**src/rtl/pci_arb_pkg.sv**
```systemverilog
package pci_arb_pkg;

  // strobes from control to datapath
  typedef struct packed {
    logic loadGrant;   // register the current winner
    logic dropGrant;   // clear the grant register
    logic forceCpu;    // the CPU wins this arbitration
  } arbStrobe_t;

  // state reported by the datapath to control
  typedef struct packed {
    logic anyReq;       // some line requests
    logic holding;      // a grant is held
    logic ownerIsPci;   // holder is a PCI master
    logic ownerIsCpu;   // holder is the CPU
    logic ownerReqLive; // holder still requests
    logic winnerIsCpu;  // CPU would win an arbitration now
  } arbStatus_t;

endpackage

```
**src/rtl/pci_arb_datapath.sv**
```systemverilog
module pci_arb_datapath
  import pci_arb_pkg::*;
#(
  parameter int NUM_PCI = 5
) (
  input  logic               clk,
  input  logic               rstN,
  input  logic               cpuReq,
  input  logic [NUM_PCI-1:0] pciReq,
  input  logic [1:0]         slotMap,
  input  logic               slotHiPri,
  input  arbStrobe_t         strobe,
  output arbStatus_t         status,
  output logic               cpuGnt,
  output logic [NUM_PCI-1:0] pciGnt
);

  localparam int LAST  = NUM_PCI - 1;
  localparam int IDX_W = $clog2(NUM_PCI);
  localparam int GNT_W = NUM_PCI + 1;

  logic [IDX_W-1:0]   swapLine;
  logic [NUM_PCI-1:0] slotReq;
  logic [NUM_PCI-1:0] winSlot;
  logic [NUM_PCI-1:0] winLine;
  logic               winCpu;
  logic [GNT_W-1:0]   gntQ;
  logic [GNT_W-1:0]   reqVec;

  // physical line moved into the last slot
  always_comb begin
    if (slotMap == 2'd0) swapLine = IDX_W'(LAST);
    else                 swapLine = IDX_W'(slotMap) - IDX_W'(1);
  end

  // swap slot LAST with swapLine (its own inverse)
  for (genvar s = 0; s < NUM_PCI; s++) begin : g_slot
    if (s == LAST) begin : g_last
      assign slotReq[s] = pciReq[swapLine];
      assign winLine[s] = winSlot[swapLine];
    end else begin : g_other
      assign slotReq[s] = (swapLine == IDX_W'(s)) ? pciReq[LAST] : pciReq[s];
      assign winLine[s] = (swapLine == IDX_W'(s)) ? winSlot[LAST] : winSlot[s];
    end
  end

  // priority pick
  always_comb begin
    logic found;
    winSlot = '0;
    winCpu  = 1'b0;
    found   = 1'b0;
    if (strobe.forceCpu) begin
      winCpu = 1'b1;
    end else if (slotHiPri && slotReq[LAST]) begin
      winSlot[LAST] = 1'b1;
    end else begin
      for (int s = 0; s < NUM_PCI; s++) begin
        if (!found && slotReq[s]) begin
          winSlot[s] = 1'b1;
          found      = 1'b1;
        end
      end
      if (!found && cpuReq) winCpu = 1'b1;
    end
  end

  always_ff @(posedge clk or negedge rstN) begin
    if (!rstN)                 gntQ <= '0;
    else if (strobe.dropGrant) gntQ <= '0;
    else if (strobe.loadGrant) gntQ <= {winCpu, winLine};
  end

  assign reqVec = {cpuReq, pciReq};

  always_comb begin
    status.anyReq       = |reqVec;
    status.holding      = |gntQ;
    status.ownerIsCpu   = gntQ[NUM_PCI];
    status.ownerIsPci   = |gntQ[LAST:0];
    status.ownerReqLive = |(gntQ & reqVec);
    status.winnerIsCpu  = winCpu;
  end

  assign cpuGnt = gntQ[NUM_PCI];
  assign pciGnt = gntQ[LAST:0];


  one_grant_chk: assert property (@(posedge clk) disable iff (!rstN)
    $onehot0(gntQ));


  turnaround_chk: assert property (@(posedge clk) disable iff (!rstN)
    (|gntQ) |=> ((gntQ == $past(gntQ)) || (gntQ == '0)));


  grant_to_req_chk: assert property (@(posedge clk) disable iff (!rstN)
    $rose(|gntQ) |-> (|(gntQ & $past(reqVec))));


  idle_chk: assert property (@(posedge clk) disable iff (!rstN)
    (!(|gntQ) && !(|reqVec)) |=> (gntQ == '0));

endmodule

```
**src/rtl/pci_arb_ctrl.sv**
```systemverilog
module pci_arb_ctrl
  import pci_arb_pkg::*;
#(
  parameter int TMO_STEP = 16,
  parameter int TMO_BITS = 3,
  parameter int ROT_W    = 2
) (
  input  logic                clk,
  input  logic                rstN,
  input  arbStatus_t          status,
  input  logic                cpuReq,
  input  logic                frameN,
  input  logic                arbOnFrame,
  input  logic [TMO_BITS-1:0] tmoSel,
  input  logic [ROT_W-1:0]    rotateSel,
  output arbStrobe_t          strobe
);

  localparam int TMO_MAX = ((1 << TMO_BITS) - 1) * TMO_STEP;
  localparam int CNT_W   = $clog2(TMO_MAX + 1);
  localparam logic [CNT_W-1:0] CNT_TOP = CNT_W'(TMO_MAX);
  localparam logic [ROT_W-1:0] PASS_TOP = '1;

  logic [CNT_W-1:0] tmoCnt;
  logic [CNT_W-1:0] tmoLimit;
  logic [ROT_W-1:0] passCnt;
  logic             tmoHit;
  logic             releaseNow;
  logic             cpuDue;

  assign tmoLimit = CNT_W'(32'(tmoSel) * TMO_STEP);

  always_comb begin
    tmoHit = status.holding && status.ownerIsPci && (tmoSel != '0) &&
             (tmoCnt >= tmoLimit - CNT_W'(1));
    releaseNow = status.holding &&
                 (!status.ownerReqLive || (arbOnFrame && !frameN) || tmoHit);
    cpuDue = (rotateSel != '0) && (passCnt >= rotateSel);
    strobe.dropGrant = releaseNow;
    strobe.loadGrant = !status.holding && status.anyReq;
    strobe.forceCpu  = cpuDue && cpuReq;
  end

  // ownership time of a PCI master
  always_ff @(posedge clk or negedge rstN) begin
    if (!rstN)
      tmoCnt <= '0;
    else if (strobe.loadGrant)
      tmoCnt <= '0;
    else if (status.holding && status.ownerIsPci && tmoCnt != CNT_TOP)
      tmoCnt <= tmoCnt + CNT_W'(1);
  end

  // completed master tenures since the last CPU grant
  always_ff @(posedge clk or negedge rstN) begin
    if (!rstN)
      passCnt <= '0;
    else if (strobe.loadGrant && status.winnerIsCpu)
      passCnt <= '0;
    else if (releaseNow && status.ownerIsPci && passCnt != PASS_TOP)
      passCnt <= passCnt + ROT_W'(1);
  end


  tmo_bound_chk: assert property (@(posedge clk) disable iff (!rstN)
    (status.holding && status.ownerIsPci && tmoSel != '0 && $stable(tmoSel))
      |-> (tmoCnt < tmoLimit));


  cpu_turn_chk: assert property (@(posedge clk) disable iff (!rstN)
    (!status.holding && cpuReq && cpuDue) |=> status.ownerIsCpu);


  pass_clear_chk: assert property (@(posedge clk) disable iff (!rstN)
    (status.ownerIsCpu && $rose(status.holding)) |-> (passCnt == '0));

endmodule

```
**src/rtl/pci_fair_arbiter.sv**
```systemverilog
module pci_fair_arbiter
  import pci_arb_pkg::*;
#(
  parameter int NUM_PCI  = 5,
  parameter int TMO_STEP = 16,
  parameter int TMO_BITS = 3
) (
  input  logic                clk,
  input  logic                rstN,
  input  logic                cpuReq,
  input  logic [NUM_PCI-1:0]  pciReq,
  input  logic                frameN,
  input  logic                arbOnFrame,
  input  logic [TMO_BITS-1:0] tmoSel,
  input  logic [1:0]          rotateSel,
  input  logic [1:0]          slotMap,
  input  logic                slotHiPri,
  output logic                cpuGnt,
  output logic [NUM_PCI-1:0]  pciGnt
);

  arbStrobe_t strobe;
  arbStatus_t status;

  pci_arb_ctrl #(
    .TMO_STEP(TMO_STEP),
    .TMO_BITS(TMO_BITS),
    .ROT_W   (2)
  ) u_ctrl (
    .clk       (clk),
    .rstN      (rstN),
    .status    (status),
    .cpuReq    (cpuReq),
    .frameN    (frameN),
    .arbOnFrame(arbOnFrame),
    .tmoSel    (tmoSel),
    .rotateSel (rotateSel),
    .strobe    (strobe)
  );

  pci_arb_datapath #(
    .NUM_PCI(NUM_PCI)
  ) u_dp (
    .clk      (clk),
    .rstN     (rstN),
    .cpuReq   (cpuReq),
    .pciReq   (pciReq),
    .slotMap  (slotMap),
    .slotHiPri(slotHiPri),
    .strobe   (strobe),
    .status   (status),
    .cpuGnt   (cpuGnt),
    .pciGnt   (pciGnt)
  );

endmodule

```
**config.mk**
```make
export PLATFORM = sky130hd
export DESIGN_NAME = pci_fair_arbiter
export DESIGN_NICKNAME = d
export VERILOG_FILES = /design/src/rtl/pci_arb_pkg.sv /design/src/rtl/pci_arb_datapath.sv /design/src/rtl/pci_arb_ctrl.sv /design/src/rtl/pci_fair_arbiter.sv
export SDC_FILE = /design/constraint.sdc
export NUM_CORES = 1
export LEC_CHECK = 0
export BUFFER_PORTS_ARGS = -buffer_cell sky130_fd_sc_hd__buf_2
export CAP_MARGIN = 40
export CORE_ASPECT_RATIO = 0.75
export CORE_MARGIN = 3
export CORE_UTILIZATION = 41
export CTS_CLUSTER_DIAMETER = 50
export DETAILED_ROUTE_END_ITERATION = 12
export SYNTH_ARGS = -nofsm -noshare
export SYNTH_HDL_FRONTEND = slang
export SYNTH_SLANG_ARGS = --single-unit
```
**constraint.sdc**
```tcl
create_clock -name clk -period 3 [get_ports clk]
set_input_delay 0.15 -clock clk [delete_from_list [all_inputs] [get_ports clk]]
set_output_delay 0.15 -clock clk [all_outputs]
set_load 0.005 [all_outputs]
```
* After elaboration in Yosys (flattened, before gate mapping)
Cells that the tools add are included.
** Word-level totals
- Memory bits (read-only) :: 0
- Register bits after elaboration :: 15
- Output and inout port bits :: 6
- Latch bits :: 0
- Memories kept :: 0
- Input port bits :: 18
- Word-level logic and storage cells :: 99
- Memory bits (writable) :: 0
** Cells by class
- Div/mod/pow operators :: 0
- Equality and inequality tests :: 5
- Bitwise gates (word level) :: 1
- $mul :: 0
- Add/subtract/negate cells :: 4
- Muxes and demuxes :: 44
- Order comparisons :: 3
- Shift-type cells :: 0
- Reductions and logical operators :: 39
** Operator list (count)
- $mux 1 :: 33
- $logic_and 1x1->1 :: 18
- $reduce_or 6->1 :: 3
- $mux 7 :: 2
- $mux 6 :: 2
- $logic_not 1->1 :: 8
- $reduce_bool 2->1 :: 4
- $add 7x1->7 const B :: 1
- $ge 7x7->1 :: 1
- $ne 7x7->1 const B :: 1
- $sub 7x1->7 const B :: 1
- $and 6x6->6 :: 1
- $bmux 1 s3 :: 2
- $eq 3x2->1 const B :: 2
- $mux 5 :: 1
- $reduce_or 5->1 :: 1
- $lt 3x4->1 const B :: 1
- $mux 2 :: 2
- $mux 4 :: 1
- $eq 3x1->1 const B :: 1
- $logic_not 3->1 :: 1
- $mux 3 :: 1
- $reduce_bool 3->1 :: 1
- $sub 2x1->3 const B :: 1
- other kinds (5) :: 6

* Depth between registers and ports, before layout
Gate-level depths: netlist (run 1).
- Depth in word-level cells :: 34
- Mapped depth :: 9
- Mapped depth without buffers :: 9

* Hierarchy
A second synthesis (run 1) with hierarchy kept.
** Second synthesis, totals
- Cells, all modules :: 165
- Area total of the unflattened synthesis :: 1492.7 µm²
** By module, submodules not included
- pci_arb_datapath :: cells an instance 87, instances 1, seq. area each 150.1 µm², area each 772.0 µm²
- pci_arb_ctrl :: cells an instance 78, instances 1, seq. area each 225.2 µm², area each 720.7 µm²

* Least setup slack after synthesis (run 1)
No wires, ideal clock.
- Path type :: flip-flop to flip-flop
- Start :: register u_dp.gntQ[1]
- End :: register u_dp.gntQ[0]
- Clock period less this slack :: 2127 ps
- Path buffers :: 2
- Path slack :: 873 ps
- Library setup time :: 64 ps
- Data required time :: 2936 ps
- Data arrival time :: 2062 ps
- Cell stages (with the launch flop) :: 8
- Path through :: dfrtp_1 -> or4_1 -> or2_0 -> clkbuf_2 -> or3_1 -> buf_6 -> nor4_1 -> a211o_1
** Between the ends
- Word-level cells in the longest chain between the ends :: 7
- Elaborated cells between the ends (all ways) :: 15
- Those cells by class :: 1 x mux; 1 x bitwise; 13 x reduce/logical
** RTL lines
- start: declaration :: line pci_arb_datapath.sv:27 : logic [GNT_W-1:0] gntQ;
- start signal: assignment :: line pci_arb_datapath.sv:71 : else if (strobe.loadGrant) gntQ <= {winCpu, winLine};
- $and 6x6->6, or another cell as far along :: line pci_arb_datapath.sv:81 : status.ownerReqLive = |(gntQ & reqVec);
- $reduce_or 6->1 or $logic_and 1x1->1 (tied branches) :: line pci_arb_datapath.sv:81, pci_arb_ctrl.sv:34
- $logic_not 1->1 or $logic_and 1x1->1 (tied branches) :: line pci_arb_ctrl.sv:37, pci_arb_ctrl.sv:34
- $logic_or 1x1->1 or $logic_and 1x1->1 (tied branches) :: line pci_arb_ctrl.sv:37, pci_arb_ctrl.sv:34
- $logic_or 1x1->1 :: line pci_arb_ctrl.sv:37 : (!status.ownerReqLive || (arbOnFrame && !frameN) || tmoHit);
- $logic_and 1x1->1 :: line pci_arb_ctrl.sv:36 : releaseNow = status.holding &&
- $mux 6 or $reduce_bool 2->1 (tied branches)
Parallel ways exist; a longest one is shown, timed or not.
A chain may end at the register's enable or synchronous reset.

* Final worst setup path (run 1)
- Start :: register u_dp.gntQ[1]
- End :: register u_dp.gntQ[5]
Same word-level chain as after synthesis.

==> reports/qor.txt, run 1 <==
status: finished, final reports clean
CTS tree: yes
die height: 54.9 µm
Startpoint Class: flop
detail-routed via count per cell: 5.90
Distinct cells, synth: 46
# diodes: 0
die width: 71.2 µm
Setup crit end kind: flop
total chip power: 1.05 mW
Max Clock Freq: 446 MHz
Crit path largest cell delay: 0.54 ns
Max Cap Violations: 0
TNS Setup: 0 ns
DRC: 0
async set or reset register ratio after synthesis: 1.00
CTS clk-pin slew, worst paths: 0.06 ns
final hold violation count: 0
synthesized net count: 178
GR Overflow Total: 0
post-route insts no fill: 211
routability cong.: 0.837
Clock Latency Late Sink: 0.25 ns
synth top area cells: dfrtp_1, ha_1, inv_1, nor2_1, a32o_1
Sequential Area: 375 µm²
Syn Area/Cell: 8.73 µm²
Fillers: 287
initial antenna violation count: 0
core box area: 3000 µm²
CTS buffer count: 3
Post-synth EDFFs: 0
die area: 3910 µm²
Ports: 24
Yosys top cell area share: 0.287
PD cells: 697 nW/µm²
Routed WL per cell: 15.4 µm
most common cell after layout, fill and taps aside: buf_2
Worst Tran Pin Value: 0.716 ns
vias in the first global route: 1,114
most frequent cells in the layout: buf_2, dfrtp_1, inv_1, nor2_1, ha_1
Worst VDD drop: 0.363 mV
Final min period: 2.24 ns
max_slew headroom: 0.516
Worst Skew: 0.000965 ns
clock sinks: 15
remaining antenna violation count: 0
final period utilization: 0.748
CP Class: flop to flop
hold_ws: 0.269 ns
DRT Pass-1 Iters: 4
worst hold path class: input port to flop
crit path DAT: 2.43 ns
post-DP HPWL: 2.55 mm
Slew Limit Fails: 0
initial core utilization: 0.436
RSZ-0062 raised after global routing: false
area of the multi-input gates: 853 µm²
via count: 1,244
Max FO, Critical Path: 7
DRT iter0 DRCs: 57
gr usage total: 0.176
layout cells sized above 1: 0.185
Yosys Warn Count: 0
fin nets: 202
global-route wire length before repair: 5.39 mm
ys flop type: dfrtp_1
CP top delay family: simple AND/OR/NAND/NOR gates
Req. time, crit path: 3.19 ns
cell count after synthesis: 150
depth of the CTS H-tree: 1
clock buffer depth: 2
Final setup violation count: 0
slowest CP cell: or4_1
Leak: 0.713 nW
final wirelength: 3.24 mm
critical path buffer and inverter count: 0
largest area contributor in the netlist: dfrtp_1
Placed Cells: 206
sequential-to-total area share from yosys stat: 0.287
Mapped Area: 1310 µm²
num rows: 17
CTS root buffer: clkbuf_8
maximum number of pins on one net before global-route repair: 16
Layout area overhead: 14.8%
CP Cell Sequence: or4_1, or2_0, or3_1, a21oi_1, o22a_1
# port buffers: 23
synthesized flop and latch total: 15
==> flip-flops by register name, indices dropped and copies added, names as in the netlist <==
signal	flops
u_dp.gntQ	6
u_ctrl.passCnt	2
u_ctrl.tmoCnt	7
==> path summary, 6_finish.rpt <==
check	slack [ns]	cells past startpoint	from	end
min	0.27	2	pciReq[3]	u_dp.gntQ[3]
min reg2reg	0.56	1	u_dp.gntQ[0]	u_dp.gntQ[0]
max	0.76	5	u_dp.gntQ[1]	u_dp.gntQ[5]
max in group asynchronous	2.40	2	rstN	u_dp.gntQ[1]
max reg2reg	0.76	5	u_dp.gntQ[1]	u_dp.gntQ[5]
min in group asynchronous	0.34	2	rstN	u_ctrl.passCnt[0]
==> power by group <==
group	total [mW]	leakage [nW]	internal (mW)	switching (mW)
clock network	0.161	0.0228	0.0940	0.0667
registers	0.314	0.203	0.255	0.0582
logic	0.574	0.487	0.241	0.333
==> layer usage <==
metal  vias to the layer above  global-route usage  routed length, µm
li1                        615                   -                  -
met1                       583               0.268               1620
met2                        44               0.256               1340
met3                         2              0.0505                270
met4                         0             0.00938                  8
met5                         -                   0                  0
==> cell usage after synthesis, drive strengths merged (2+ instances only) <==
master,count
a2111o,2
a211o,2
a21o,3
a21oi,7
a22oi,3
a32o,4
a32oi,2
and2,2
clkbuf,5
dfrtp,15
ha,10
inv,13
mux2i,4
nand2,6
nand2b,3
nand4,3
nor2,11
nor2b,2
nor3,8
nor4,3
o21a,3
o21ai,8
o22a,2
o31ai,2
or3,4
or4,3
xnor2,2
xor2,3
==> through the flow <==
step / area [µm²] / utilization / setup WS (ns)
2_1_floorplan: 1310 / - / 0.873
3_3_place_gp: 1450 / 0.483 / 0.782
3_5_place_dp: 1450 / 0.483 / 0.754
4_1_cts: 1500 / 0.501 / 0.758
5_1_grt: 1500 / 0.501 / 0.630
6_report: 1500 / 0.501 / 0.757
==> worst reg2reg max path, cell delays in order, from the launching register on <==
cell	delay [ns]
dfrtp_1	0.40
or4_1	0.54
or2_0	0.32
or3_1	0.47
a21oi_1	0.27
o22a_1	0.18
==> layout make-up <==
class	count	share of cell area
flip-flops and latches	15	0.250
repair buffers	25	0.0883
clock buffers	4	0.0300
multi-input cells	116	0.568
well taps	38	0.0316
inverters	13	0.0325
==> repair_timing <==
action,CTS,global route
endpoints found under the hold margin,15,0
hold buffers,1,0
setup buffers,0,0
gates resized for setup,0,0
==> cell families after synthesis <==
| logic type | count (synthesis) | share of synthesized area |
|---|---|---|
| AO/OA/AOI/OAI | 45 | 0.252 |
| AND/OR/NAND/NOR | 51 | 0.223 |
| buffers and inverters | 19 | 0.0612 |
| adder cells (fa/ha/maj) | 10 | 0.0956 |
| XOR/XNOR | 5 | 0.0335 |
| multiplexers | 5 | 0.0478 |
| flip-flops | 15 | 0.287 |
No activity file was read; power rests on OpenSTA's default activity.
==> run 2: changes to the inputs <==
==> constraint.sdc (replaced) <==
create_clock -name clk -period 2.2 [get_ports clk]
set_input_delay 0.11 -clock clk [delete_from_list [all_inputs] [get_ports clk]]
set_output_delay 0.11 -clock clk [all_outputs]
set_load 0.005 [all_outputs]
==> reports/qor.txt, run 2 (synthesized netlist as in run 1, its figures left out) <==
Layout area overhead: 19.6%
Placed Area: 1500 µm²
initial core utilization: 0.436
routability cong.: 0.824
DRT Pass-1 Iters: 4
final period utilization: 0.953
Final min period: 2.10 ns
Worst VDD drop: 0.538 mV
vias in the first global route: 1,187
# diodes: 0
Startpoint Class: flop
Clock Latency Late Sink: 0.24 ns
area of the multi-input gates: 862 µm²
Fillers: 294
worst hold path class: input port to flop
most common cell after layout, fill and taps aside: buf_2
core box area: 3000 µm²
top flop regs: u_ctrl.tmoCnt: 7 flops, u_dp.gntQ: 6 flops, u_ctrl.passCnt: 2 flops
final wirelength: 3.48 mm
Max Cap Violations: 0
CTS clk-pin slew, worst paths: 0.06 ns
detail-routed via count per cell: 5.83
CTS root buffer: clkbuf_8
num rows: 17
max_slew headroom: 0.492
post-route insts no fill: 218
DRC: 0
Switching Share: 0.425
pre-CTS setup slack: -0.0264 ns
clock network power share: 0.140
Placed Cells: 213
Setup crit end kind: flop
DRT iter0 DRCs: 52
remaining antenna violation count: 0
layout cells sized above 1: 0.233
Int Power: 0.916 mW
CP Class: flop to flop
CTS tree: yes
total chip power: 1.59 mW
clock sinks: 15
RSZ-0062 raised after global routing: false
die width: 71.2 µm
PD cells: 1020 nW/µm²
maximum number of pins on one net before global-route repair: 16
Slew Limit Fails: 0
GR Overflow Total: 0
Max FO, Critical Path: 6
post-DP HPWL: 2.72 mm
global-route wire length before repair: 5.77 mm
depth of the CTS H-tree: 1
final core utilization: 0.522
post-route cell area: 1570 µm²
initial antenna violation count: 0
Final WS setup: 0.104 ns
Leak: 0.746 nW
die area: 3910 µm²
Logic pwr share: 0.598
Ports: 24
Worst Tran Pin Value: 0.752 ns
clock buffer depth: 2
die height: 54.9 µm
most frequent cells in the layout: buf_2, dfrtp_1, inv_1, nor2_1, ha_1
CTS buffer count: 3
Routed WL per cell: 16.0 µm
# port buffers: 23
crit path DAT: 2.27 ns
Largest Register: u_ctrl.tmoCnt
max FFs per register: 7
fin nets: 209
via count: 1,272
final hold violation count: 0
Sequential Area: 377 µm²
Worst Skew: 0.00280 ns
gr usage total: 0.192
Flop pwr share: 0.262
Max Clock Freq: 477 MHz
status: finished, final reports clean
P_sw: 0.676 mW
Final setup violation count: 0
Req. time, crit path: 2.37 ns
## run 2: power by group through the flow
stage          sequential (mW)  clock, mW  combinational, mW
6_report                 0.417      0.223              0.952
5_1_grt                  0.429      0.247               1.04
4_1_cts                  0.415      0.231              0.918
3_5_place_dp             0.420          0              0.908
3_3_place_gp             0.419          0              0.879
2_1_floorplan            0.415          0              0.604
## run 2: layout make-up
| class | instances | area share |
|---|---|---|
| Multi-Input combinational cell | 116 | 0.551 |
| Tap cell | 38 | 0.0304 |
| Inverter | 13 | 0.0312 |
| Clock buffer | 4 | 0.0288 |
| Sequential cell | 15 | 0.241 |
| Timing Repair Buffer | 32 | 0.118 |
## run 2: per-stage QoR
step	TNS [ns]	hold WS, ns
floorplan	0	-0.186
global placement	0	0.0334
detailed placement	-0.0264	0.0424
CTS	0	0.244
global route	0	0.269
finish	0	0.263
## run 2: metal layers
layer / share of wire / track usage / wire (µm) / up-vias
li1: - / - / - / 630
met1: 0.50 / 0.279 / 1760 / 593
met2: 0.42 / 0.287 / 1450 / 47
met3: 0.076 / 0.0560 / 265 / 2
met4: 0.0034 / 0.0250 / 12 / 0
met5: 0 / 0 / 0 / -
## run 2: critical path: stages, from the launching register on
cell and delay (ns):
dfrtp_2 0.44, ha_1 0.29, nand3_1 0.06, o21a_1 0.17
o31a_1 0.30, or4b_2 0.62, a21oi_1 0.14
## run 2: what timing repair did
action | CTS | global route
buffers inserted | 0 | 0
gates resized for setup | 0 | 3
hold buffers | 1 | 0
hold endpoints to repair | 15 | 0
setup endpoints to repair | 0 | 5
## run 2: worst paths after layout
kind	startpoint	to	slack, ns	depth (start not counted)
worst max-delay path	u_ctrl.tmoCnt[4]	u_ctrl.passCnt[1]	0.10	6
worst min register to register	u_ctrl.passCnt[0]	u_ctrl.passCnt[0]	0.58	2
max in group asynchronous	rstN	u_ctrl.tmoCnt[4]	1.62	2
min in group asynchronous	rstN	u_dp.gntQ[5]	0.30	2
worst max register to register	u_ctrl.tmoCnt[4]	u_ctrl.passCnt[1]	0.10	6
worst min-delay path	pciReq[3]	u_dp.gntQ[3]	0.26	2
==> run 3: changes to the inputs <==
--- a/config.mk
+++ b/config.mk
@@ -8,7 +8,6 @@
 export BUFFER_PORTS_ARGS = -buffer_cell sky130_fd_sc_hd__buf_2
 export CAP_MARGIN = 40
 export CORE_ASPECT_RATIO = 0.75
-export CORE_MARGIN = 3
 export CORE_UTILIZATION = 41
 export CTS_CLUSTER_DIAMETER = 50
 export DETAILED_ROUTE_END_ITERATION = 12
==> reports/qor.txt, run 3 (synthesized netlist as in run 1, its figures left out) <==
status: finished, final reports clean
Worst Skew: 0.00304 ns
Int Power: 0.903 mW
Fillers: 287
Ports: 24
num rows: 17
crit path DAT: 2.33 ns
routability cong.: 0.848
Placed Cells: 216
area of the multi-input gates: 863 µm²
Worst Tran Pin Value: 0.716 ns
Max Cap Violations: 0
remaining antenna violation count: 0
Reg2Reg Capture Point: u_dp.gntQ[0]
GR Overflow Total: 0
# port buffers: 23
Largest Register: u_ctrl.tmoCnt
clock network power share: 0.137
Req. time, crit path: 2.38 ns
maximum number of pins on one net before global-route repair: 16
slowest CP cell: or4_1
die width: 67.2 µm
initial antenna violation count: 0
Clock Latency Late Sink: 0.24 ns
# diodes: 0
CTS buffer count: 3
DRT Pass-1 Iters: 5
Reg2Reg Setup Slack: 0.05 ns
post-DP HPWL: 2.65 mm
CTS clk-pin slew, worst paths: 0.05 ns
postcts setup bufs: 0
CP Class: flop to flop
final wirelength: 3.32 mm
worst hold path class: input port to flop
die height: 50.9 µm
vias in the first global route: 1,218
Slew Limit Fails: 0
total chip power: 1.57 mW
clock sinks: 15
post-route insts no fill: 221
Max Clock Freq: 465 MHz
Switching Share: 0.424
Final setup violation count: 0
most frequent cells in the layout: buf_2, dfrtp_1, inv_1, nor2_1, buf_4
clock buffer depth: 2
Final min period: 2.15 ns
Routed WL per cell: 15.0 µm
Leak: 0.764 nW
Startpoint Class: flop
RSZ-0062 raised after global routing: false
Layout area overhead: 21.3%
final hold violation count: 0
CP Cell Sequence: or4_1, or2_0, or3_1, nor4_2, a211o_1
fin nets: 212
Critical Path End: u_dp.gntQ[0]
CTS root buffer: clkbuf_8
gr usage total: 0.224
cells on worst reg2reg path: 5
die area: 3420 µm²
Setup crit end kind: flop
Logic pwr share: 0.596
R2R Path Start: u_dp.gntQ[1]
Worst VDD drop: 0.445 mV
max_slew headroom: 0.516
Sequential Area: 375 µm²
via count: 1,290
initial core utilization: 0.436
depth of the CTS H-tree: 1
max FFs per register: 7
final period utilization: 0.978
hold_ws: 0.249 ns
Crit path largest cell delay: 0.55 ns
top flop regs: u_ctrl.tmoCnt: 7 flops, u_dp.gntQ: 6 flops, u_ctrl.passCnt: 2 flops
DRT iter0 DRCs: 67
P_sw: 0.664 mW
final core utilization: 0.529
CTS tree: yes
Flop pwr share: 0.267
worst setup path startpoint: u_dp.gntQ[1]
DRC: 0
most common cell after layout, fill and taps aside: buf_2
PD cells: 987 nW/µm²
detail-routed via count per cell: 5.84
core box area: 3000 µm²
Max FO, Critical Path: 7
global-route wire length before repair: 5.74 mm
layout cells sized above 1: 0.240
## run 3: worst max-delay path, delay by kind of cell (launching register included)
family / cells / cell delay (ns)
simple gates: 4 / 1.59
compound gates: 1 / 0.14
flops: 1 / 0.37
## run 3: stage by stage
| step | setup WS, ns | setup TNS, ns | instance area (µm²) |
|---|---|---|---|
| 3_3_place_gp | 0.0726 | 0 | 1520 |
| 3_5_place_dp | -0.0209 | -0.0209 | 1520 |
| 6_report | 0.0479 | 0 | 1590 |
| 4_1_cts | 0.0277 | 0 | 1580 |
| 2_1_floorplan | 0.0732 | 0 | 1310 |
| 5_1_grt | 0.000287 | 0 | 1590 |
## run 3: worst min path at each step
stage / from / end / slack [ns] / cells after the start
floorplan: rstN / u_ctrl.passCnt[0] / -0.19 / 0
global placement: rstN / u_ctrl.tmoCnt[4] / 0.03 / 1
detailed placement: rstN / u_ctrl.passCnt[0] / 0.04 / 1
CTS: pciReq[3] / u_dp.gntQ[3] / 0.23 / 2
global route: pciReq[3] / u_dp.gntQ[3] / 0.26 / 2
finish: pciReq[3] / u_dp.gntQ[3] / 0.25 / 2
## run 3: metal layers
metal	wire length, µm	up-vias	track usage
met1	1720	609	0.316
li1	-	638	-
met3	208	2	0.0625
met4	7	0	0.0213
met2	1390	41	0.348
met5	0	-	0
## run 3: area by class of cell
class / count / area share
inverter: 13 / 0.0307
timing repair buffer: 35 / 0.131
multi-input combinational: 116 / 0.544
clock buffer: 4 / 0.0284
sequential: 15 / 0.236
tap: 38 / 0.0299
## run 3: power by group through the flow
stage,clock [mW],sequential [mW],combinational (mW)
2_1_floorplan,0,0.415,0.604
3_3_place_gp,0,0.418,0.884
3_5_place_dp,0,0.422,0.912
4_1_cts,0.225,0.418,0.918
5_1_grt,0.244,0.431,1.03
6_report,0.215,0.419,0.934
## run 3: timing repair
item | in CTS | in global routing
endpoints found under the setup margin | 0 | 1
hold buffers | 1 | 0
endpoints found under the hold margin | 15 | 0
gates resized for setup | 0 | 2
